**config.mk**
```make
export PLATFORM = sky130hd
export DESIGN_NAME = xlat_cache
export DESIGN_NICKNAME = d
export VERILOG_FILES = /design/src/rtl/xlat_pkg.sv /design/src/rtl/xlat_store.sv /design/src/rtl/xlat_match.sv /design/src/rtl/xlat_victim.sv /design/src/rtl/xlat_cache.sv
export SDC_FILE = /design/constraint.sdc
export NUM_CORES = 2
export LEC_CHECK = 0
export BUFFER_PORTS_ARGS = -buffer_cell sky130_fd_sc_hd__buf_2
export CAP_MARGIN = 20
export CORE_UTILIZATION = 45
export DETAILED_ROUTE_END_ITERATION = 6
export SYNTH_ARGS = -nofsm -noshare
export SYNTH_HDL_FRONTEND = slang
export SYNTH_HIERARCHICAL = 1
export SYNTH_SLANG_ARGS = --single-unit
```
**constraint.sdc**
```tcl
create_clock -name clk -period 2.86 [get_ports clk]
set_clock_uncertainty 0.2 [all_clocks]
set_input_delay 0.429 -clock clk [delete_from_list [all_inputs] [get_ports clk]]
set_output_delay 0.429 -clock clk [all_outputs]
set_load 0.02 [all_outputs]
```
**src/rtl/xlat_pkg.sv**
```systemverilog
package xlat_pkg;
  localparam int unsigned PAGE_W  = 20;
  localparam int unsigned FRAME_W = 20;
  localparam int unsigned OFS_W   = 12;

  typedef struct packed {
    logic [PAGE_W-1:0] page;
    logic              valid;
    logic              dirty;
    logic              writable;
    logic              user;
  } xtag_t;

  typedef logic [FRAME_W-1:0] xframe_t;
endpackage

```
**src/rtl/xlat_store.sv**
```systemverilog
module xlat_store
  import xlat_pkg::*;
#(
  parameter int unsigned SETS = 4,
  parameter int unsigned WAYS = 8,
  localparam int unsigned SET_W = $clog2(SETS),
  localparam int unsigned ENT   = SETS * WAYS
) (
  input  logic             clk,
  input  logic             rst_n,
  input  logic             flush,
  input  logic             wr_en,
  input  logic [SET_W-1:0] wr_set,
  input  logic [WAYS-1:0]  wr_oh,
  input  xtag_t            wr_tag,
  input  xframe_t          wr_frame,
  output xtag_t            tag_q   [ENT],
  output xtag_t            tag_nx  [ENT],
  output xframe_t          frame_nx[ENT]
);

  xtag_t          body_q [ENT];
  xframe_t        frame_q[ENT];
  logic [ENT-1:0] valid_q, valid_nx, we;

  // write enables, one per entry
  always_comb begin
    for (int s = 0; s < int'(SETS); s++) begin
      for (int w = 0; w < int'(WAYS); w++) begin
        we[s*WAYS + w] = wr_en && !flush && (wr_set == SET_W'(s)) && wr_oh[w];
      end
    end
  end

  // next-state view, also consumed by the lookup path
  always_comb begin
    for (int e = 0; e < int'(ENT); e++) begin
      valid_nx[e] = flush ? 1'b0 : (we[e] ? 1'b1 : valid_q[e]);
      tag_nx[e]   = we[e] ? wr_tag : body_q[e];
      tag_nx[e].valid = valid_nx[e];
      frame_nx[e] = we[e] ? wr_frame : frame_q[e];
      tag_q[e]    = body_q[e];
      tag_q[e].valid = valid_q[e];
    end
  end

  always_ff @(posedge clk or negedge rst_n) begin
    if (!rst_n) valid_q <= '0;
    else        valid_q <= valid_nx;
  end

  always_ff @(posedge clk) begin
    for (int e = 0; e < int'(ENT); e++) begin
      if (we[e]) begin
        body_q[e]  <= wr_tag;
        frame_q[e] <= wr_frame;
      end
    end
  end

  assert_flush_clears_R8: assert property (@(posedge clk) disable iff (!rst_n)
    flush |=> (valid_q == '0));

endmodule

```
**src/rtl/xlat_match.sv**
```systemverilog
module xlat_match
  import xlat_pkg::*;
#(
  parameter int unsigned WAYS      = 8,
  parameter bit          FILL_MODE = 1'b0
) (
  input  xtag_t             row[WAYS],
  input  logic [PAGE_W-1:0] page,
  input  logic              user,
  input  logic              attr,
  output logic [WAYS-1:0]   hit
);
  // FILL_MODE: attr is the writable flag, compared exactly, dirty ignored.
  // lookup mode: attr is the write flag, requiring writable and dirty.
  for (genvar w = 0; w < int'(WAYS); w++) begin : g_way
    if (FILL_MODE) begin : g_fill
      assign hit[w] = row[w].valid && (row[w].page == page) &&
                      (row[w].user == user) && (row[w].writable == attr);
    end else begin : g_look
      assign hit[w] = row[w].valid && (row[w].page == page) &&
                      (row[w].user == user) &&
                      (!attr || (row[w].writable && row[w].dirty));
    end
  end
endmodule

```
**src/rtl/xlat_victim.sv**
```systemverilog
module xlat_victim #(
  parameter int unsigned SETS = 4,
  parameter int unsigned WAYS = 8,
  localparam int unsigned SET_W = $clog2(SETS),
  localparam int unsigned WAY_W = $clog2(WAYS)
) (
  input  logic             clk,
  input  logic             rst_n,
  input  logic             flush,
  input  logic             fill_en,
  input  logic             upd,
  input  logic [SET_W-1:0] set,
  input  logic [WAYS-1:0]  valid_row,
  output logic [WAYS-1:0]  alloc_oh
);
  logic [SETS-1:0][WAY_W-1:0] ptr_q, ptr_nx;
  logic [WAYS-1:0]            free_oh;
  logic                       any_free, alloc;

  always_comb begin
    free_oh  = '0;
    any_free = 1'b0;
    for (int w = 0; w < int'(WAYS); w++) begin
      if (!valid_row[w] && !any_free) begin
        free_oh[w] = 1'b1;
        any_free   = 1'b1;
      end
    end
    alloc_oh = any_free ? free_oh : (WAYS'(1) << ptr_q[set]);
  end

  assign alloc = fill_en && !upd && !flush;

  always_comb begin
    ptr_nx = ptr_q;
    if (flush) begin
      ptr_nx = '0;
    end else if (alloc) begin
      ptr_nx[set] = (ptr_q[set] == WAY_W'(WAYS-1)) ? '0 : ptr_q[set] + 1'b1;
    end
  end

  always_ff @(posedge clk or negedge rst_n) begin
    if (!rst_n) ptr_q <= '0;
    else        ptr_q <= ptr_nx;
  end

  assert_update_keeps_order_R4: assert property (@(posedge clk) disable iff (!rst_n)
    (fill_en && upd && !flush) |=> $stable(ptr_q));

  assert_flush_restarts_R8: assert property (@(posedge clk) disable iff (!rst_n)
    flush |=> (ptr_q == '0));

endmodule

```
**src/rtl/xlat_cache.sv**
```systemverilog
module xlat_cache
  import xlat_pkg::*;
#(
  parameter int unsigned SETS    = 4,
  parameter int unsigned WAYS    = 8,
  parameter int unsigned SET_LSB = 28,
  localparam int unsigned SET_W  = $clog2(SETS),
  localparam int unsigned ENT    = SETS * WAYS
) (
  input  logic         clk,
  input  logic         rst_n,
  input  logic         flush,
  input  logic         lk_req,
  input  logic [31:0]  lk_lin,
  input  logic         lk_user,
  input  logic         lk_write,
  output logic         lk_hit,
  output logic [19:0]  lk_frame,
  input  logic         fl_req,
  input  logic [31:0]  fl_lin,
  input  logic         fl_user,
  input  logic         fl_writable,
  input  logic         fl_dirty,
  input  logic [19:0]  fl_frame
);

  // reset: asynchronous assert, synchronous release
  logic [1:0] rst_sync_q;
  logic       rst_s;
  always_ff @(posedge clk or negedge rst_n) begin
    if (!rst_n) rst_sync_q <= 2'b00;
    else        rst_sync_q <= {rst_sync_q[0], 1'b1};
  end
  assign rst_s = rst_sync_q[1];

  logic [SET_W-1:0]  fl_set, lk_set;
  logic [PAGE_W-1:0] fl_page, lk_page;
  assign fl_set  = fl_lin[SET_LSB +: SET_W];
  assign lk_set  = lk_lin[SET_LSB +: SET_W];
  assign fl_page = fl_lin[31 -: PAGE_W];
  assign lk_page = lk_lin[31 -: PAGE_W];

  xtag_t   tag_q   [ENT];
  xtag_t   tag_nx  [ENT];
  xframe_t frame_nx[ENT];
  xtag_t   fl_row  [WAYS];
  xtag_t   lk_row  [WAYS];
  logic [WAYS-1:0] fl_valid_row;

  always_comb begin
    for (int w = 0; w < int'(WAYS); w++) begin
      fl_row[w]       = tag_q [int'(fl_set)*WAYS + w];
      lk_row[w]       = tag_nx[int'(lk_set)*WAYS + w];
      fl_valid_row[w] = fl_row[w].valid;
    end
  end

  // fill path
  logic [WAYS-1:0] fl_match, upd_oh, alloc_oh, wr_oh;
  logic            upd;
  xtag_t           wr_tag;

  xlat_match #(.WAYS(WAYS), .FILL_MODE(1'b1)) u_fill_match (
    .row(fl_row), .page(fl_page), .user(fl_user), .attr(fl_writable), .hit(fl_match)
  );

  always_comb begin
    upd_oh = '0;
    upd    = 1'b0;
    for (int w = 0; w < int'(WAYS); w++) begin
      if (fl_match[w] && !upd) begin
        upd_oh[w] = 1'b1;
        upd       = 1'b1;
      end
    end
  end

  xlat_victim #(.SETS(SETS), .WAYS(WAYS)) u_victim (
    .clk(clk), .rst_n(rst_s), .flush(flush), .fill_en(fl_req), .upd(upd),
    .set(fl_set), .valid_row(fl_valid_row), .alloc_oh(alloc_oh)
  );

  assign wr_oh = upd ? upd_oh : alloc_oh;

  always_comb begin
    wr_tag.page     = fl_page;
    wr_tag.valid    = 1'b1;
    wr_tag.dirty    = fl_dirty;
    wr_tag.writable = fl_writable;
    wr_tag.user     = fl_user;
  end

  xlat_store #(.SETS(SETS), .WAYS(WAYS)) u_store (
    .clk(clk), .rst_n(rst_s), .flush(flush), .wr_en(fl_req), .wr_set(fl_set),
    .wr_oh(wr_oh), .wr_tag(wr_tag), .wr_frame(fl_frame),
    .tag_q(tag_q), .tag_nx(tag_nx), .frame_nx(frame_nx)
  );

  // lookup path, against post-fill contents
  logic [WAYS-1:0] lk_match, lk_wd;
  logic            lk_any;
  xframe_t         lk_sel_frame;

  xlat_match #(.WAYS(WAYS), .FILL_MODE(1'b0)) u_look_match (
    .row(lk_row), .page(lk_page), .user(lk_user), .attr(lk_write), .hit(lk_match)
  );

  always_comb begin
    lk_any       = 1'b0;
    lk_sel_frame = '0;
    for (int w = 0; w < int'(WAYS); w++) begin
      lk_wd[w] = lk_row[w].writable && lk_row[w].dirty;
      if (lk_match[w] && !lk_any) begin
        lk_any       = 1'b1;
        lk_sel_frame = frame_nx[int'(lk_set)*WAYS + w];
      end
    end
  end

  logic    hit_nx, hit_q;
  xframe_t frame_nx_o, frame_q;
  assign hit_nx     = lk_req && lk_any;
  assign frame_nx_o = hit_nx ? lk_sel_frame : '0;

  always_ff @(posedge clk or negedge rst_s) begin
    if (!rst_s) begin
      hit_q   <= 1'b0;
      frame_q <= '0;
    end else begin
      hit_q   <= hit_nx;
      frame_q <= frame_nx_o;
    end
  end

  assign lk_hit   = hit_q;
  assign lk_frame = frame_q;

  assert_idle_quiet_R9: assert property (@(posedge clk) disable iff (!rst_s)
    !lk_req |=> (!lk_hit && lk_frame == '0));

  assert_flush_miss_R8: assert property (@(posedge clk) disable iff (!rst_s)
    flush |=> !lk_hit);

  assert_write_needs_wd_R3: assert property (@(posedge clk) disable iff (!rst_s)
    (lk_req && lk_write) |-> ((lk_match & ~lk_wd) == '0));

endmodule

```
---- Yosys cells after proc, flatten, opt, wreduce, memory -nomap -nowiden ----
Memory sizes are Yosys's and may differ from the RTL's.
Index checks and enable logic that the tools add are counted.
W data, S select, Z words.
operators by class
  $add $sub $neg .......................... 15
  $lt $le $gt $ge ......................... 18
  equal/unequal tests ..................... 44
  shift operators ......................... 1
  mux-type cells .......................... 465
  bitwise logic cells ..................... 16
  reductions and logical operators ........ 206
operators with widths
  cell                   count
  $bmux W24 S5           16
  $mux W20               81
  $mux W24               64
  $bmux W20 S5           8
  $mux W23               24
  $reduce_or A23 Y1      24
  $ge A33 B6 Y1 const B  16
  $reduce_or A20 Y1      24
  $not A6 Y33            14
  $eq A20 B20 Y1         16
  $mux W5                48
  $mux W1                214
  $logic_and A1 B1 Y1    118
  $not A5 Y33            2
  $add A5 B3 Y6 const B  8
  $logic_not A1 Y1       30
  $add A5 B2 Y6 const B  4
  $eq A1 B1 Y1           24
  $mux W12               2
  $mux W8                2
  $add A5 B1 Y6 const B  2
  $bwmux W12             1
  $mux W3                3
  $logic_or A1 B1 Y1     8
  11 further kinds       12
word-level totals
  flip-flop bits (word level) ............. 67
  memory bits (writable) .................. 1376
  input bits .............................. 94
  output and inout port bits .............. 21
  word-level logic and storage cells ...... 775
  memories ................................ 2
memory list
  memory           depth  width  rd ports  clocked after memory_dff  write ports  line              RTL
  u_store.body_q   32     23     32        0                         8            xlat_store.sv:22  xtag_t body_q [ENT];
  u_store.frame_q  32     20     32        0                         8            xlat_store.sv:23  xframe_t frame_q[ENT];

---- Depth between registers and ports, before layout ----
  depth in word-level cells ............... 65
  depth in mapped cells ................... 30
  gate-level depth less buffers ........... 23

---- Cells and area by module ----
Netlist, hierarchy kept.
by module, submodules not included
  module                     times used  cells an instance  area an instance (um^2)  seq. area each (um^2)
  xlat_store                 1           3138               46110.5                  28347.2
  xlat_cache                 1           1045               15198.3                  575.6
  xlat_match (u_fill_match)  1           262                2177.1                   0.0
  xlat_match (u_look_match)  1           261                2097.0                   0.0
  xlat_victim                1           86                 822.0                    300.3

---- Worst setup path before layout ----
Ideal clock, no wire load.
  path type ............................... in2reg
  start point ............................. input port fl_lin[28]
  end point ............................... register frame_q[7], in the netlist lk_frame[7]
  library setup time ...................... 77 ps
  arrival ................................. 7224 ps
  required time ........................... 2583 ps
  slack ................................... -4642 ps
  cell stages on the path ................. 29
  path buffers ............................ 6
  cells stage by stage .................... clkbuf_1 > clkbuf_1 > buf_2 > mux4_2 > xor2_1 > nor3_1 > nand4_1 > nor3_2 > or4_1 > nor4_1 > and2_1 > clkbuf_1 > nand2_1 > o21ai_1 > nand3b_4 > nor2_4 > buf_2 > mux2_2 > mux4_2 > xor2_1 > a2111oi_0 > nand4_1 > nor4_1 > or3b_4 > buf_6 > o22ai_1 > nor3_1 > or4_1 > a21oi_1
RTL lines
  element               line               RTL
  start, declared       xlat_cache.sv:20   input logic [31:0] fl_lin,
  end signal, assigned  xlat_cache.sv:131  frame_q <= frame_nx_o;
  end, declared         xlat_cache.sv:121  xframe_t frame_nx_o, frame_q;

==> flow_metrics.env <==
export IMPL_status="finished with violations"
export IMPL_violations="hold timing, setup timing"
export IMPL_cts_tree="built"
export IMPL_row_count=140
export IMPL_timing_rr_end="lk_frame[7]$_DFF_PN0_"
export IMPL_period_needed_ns=7.07
export IMPL_drive_above_1_share_pct=58.2
export IMPL_worst_pin_slew_ns=0.910
export IMPL_mappedNetlistArea_sq_um=66200
export IMPL_cts_buffer_depth=3
export IMPL_critical_path_class="reg2reg"
export IMPL_wl_um=213000
export IMPL_critPathSlowestCell="or4_4"
export IMPL_required_ns=3.32
export IMPL_routedWlPerCell_um=28.3
export IMPL_yosysWarnings=6
export IMPL_place_area_sq_um=74900
export IMPL_leakage_nw=34.2
export IMPL_root_buffer="clkbuf_16"
export IMPL_io_buffers=90
export IMPL_power_density_nw_per_um2=569
export IMPL_grt_use_total_pct=28.5
export IMPL_final_util_pct=56.9
export IMPL_first_iter_violations=2667
export IMPL_fmax_ghz=0.141
export IMPL_rsz0062_at_grt="true"
export IMPL_htreeDepth=4
export IMPL_finalSetupTns_ns=-1738.85
export IMPL_maxCapViolations=0
export IMPL_cpPeakStageDelay_ns=0.62
export IMPL_final_area_sq_um=83100
export IMPL_setup_viol=1441
export IMPL_cp_arrival_ns=7.53
export IMPL_syn_avg_cell_area_sq_um=13.8
export IMPL_hp_class="in2reg"
export IMPL_antenna_found_initial=4
export IMPL_fin_crit_sh_pct=247
export IMPL_whs_ns=-0.0219
export IMPL_syn_nets=4884
export IMPL_dr_pass1_iters=5
export IMPL_drv_slew=0
export IMPL_dpl_cell_count=7097
export IMPL_synth_cells=4784
export IMPL_grt_pass1_wl_um=311000
export IMPL_setup_worst_path_end_class="register"
export IMPL_final_cell_count_no_fill=7497
export IMPL_dieArea_sq_um=149000
export IMPL_ir_drop_uv=489
export IMPL_ioPinCount=115
export IMPL_clk_insertion_delay_late_ns=0.80
export IMPL_nets=5549
export IMPL_critPathLaunchType="register"
export IMPL_die_h_um=386
export IMPL_most_common_layout_cells="dfxtp_1 (1,372), mux2_2 (955), buf_4 (671)"
export IMPL_grt_overflow_total=0
export IMPL_cts_sinks=1443
export IMPL_hold_viol=4
export IMPL_relSlewSlack_pct=38.5
export IMPL_core_area_sq_um=146000
export IMPL_ant_nets=0
export IMPL_area_delta_synth_final_pct=25.4
export IMPL_min_to="u_store/body_q[0][42]$_DFF_P_"
export IMPL_drcViolationCount=0
export IMPL_r2r_start="u_store/body_q[1][207]$_DFF_P_"
export IMPL_dp_hpwl_um=150000
export IMPL_r2r_setup_slack_ns=-4.21
export IMPL_whs_path_depth=3
export IMPL_place_congestion=0.905
export IMPL_total_power_mw=47.3
export IMPL_layout_setup_ws_ns=-4.21
export IMPL_viasPerCell=5.78
export IMPL_dieWidth_um=386
export IMPL_worstPathMaxFanout=8
export IMPL_initial_core_util_pct=45.4
export IMPL_r2r_cells=29
export IMPL_grt_max_degree=46
export IMPL_holdCritStartpoint="fl_lin[26]"
export IMPL_via_count=43400
export IMPL_ctsHoldBuffers=4
export IMPL_pre_cts_slack_ns=-5.32
export IMPL_cts_made_buffers=158
export IMPL_first_global_vias=45400
export IMPL_clk_pin_slew_worst_paths_ns=0.06
export IMPL_final_common_cell="dfxtp_1"
flip-flops by register name, summed over array words and instances (netlist names):
name and count:
u_victim/ptr_q 12, rst_sync_q 2, u_store/frame_q 640, lk_hit 1
lk_frame 20, u_store/body_q 736, u_store/valid_q 32
power by group:
part	switching (mW)	leakage, nW	total [mW]	internal, mW
registers	0.343	12.1	21.4	21.0
logic	2.47	19.5	5.04	2.57
clock network	8.69	2.60	20.9	12.2
total	11.5	34.2	47.3	35.8
per-layer routing:
layer / part of all wire (%) / vias to the layer above / GRT usage [%]
met5: 0 / - / 0
met4: 3.5 / 0 / 9.27
met3: 4.9 / 349 / 4.14
met2: 48 / 1138 / 47.6
met1: 43 / 22700 / 37.8
li1: - / 19200 / -
how the worst max path moves through the flow:
stage                                   start  slack, ns                      to  depth (start not counted)
6_report       u_store/body_q[1][207]$_DFF_P_      -4.21   lk_frame[7]$_DFF_PN0_                         29
5_1_grt        u_store/body_q[1][207]$_DFF_P_      -4.37  lk_frame[14]$_DFF_PN0_                         29
4_1_cts        u_store/body_q[1][207]$_DFF_P_      -4.17  lk_frame[11]$_DFF_PN0_                         30
3_5_place_dp                       fl_lin[28]      -5.32   lk_frame[6]$_DFF_PN0_                         30
3_3_place_gp                       fl_lin[28]      -5.37   lk_frame[6]$_DFF_PN0_                         29
2_1_floorplan                      fl_lin[28]      -4.04   lk_frame[7]$_DFF_PN0_                         28
cell type report:
| cell class | count | area, sq um |
|---|---|---|
| Timing Repair Buffer | 967 | 9320 |
| Multi-Input combinational cell | 2856 | 36700 |
| Tap cell | 1917 | 2400 |
| Clock inverter | 48 | 561 |
| Sequential cell | 1443 | 29200 |
| Antenna cell | 1 | 2.50 |
| Inverter | 23 | 86.3 |
| Fill cell | 11700 | 62800 |
| Clock buffer | 242 | 4730 |
worst max-delay path: cells and delay by family, from the launching register on:
family,cells,cell delay (ns)
AND/OR/NAND/NOR,14,3.28
multiplexers,3,1.28
buffers and inverters,7,1.13
XOR/XNOR,2,0.44
AO/OA/AOI/OAI,3,0.29
flip-flops,1,0.31
what timing repair did:
action	4_1_cts	5_1_grt
setup endpoints to repair	1441	1441
resized for setup	153	220
hold endpoints to repair	44	11
cloned	5	5
pin swaps	52	43
buffers inserted	61	45
No activity file was read; power rests on OpenSTA's default activity.
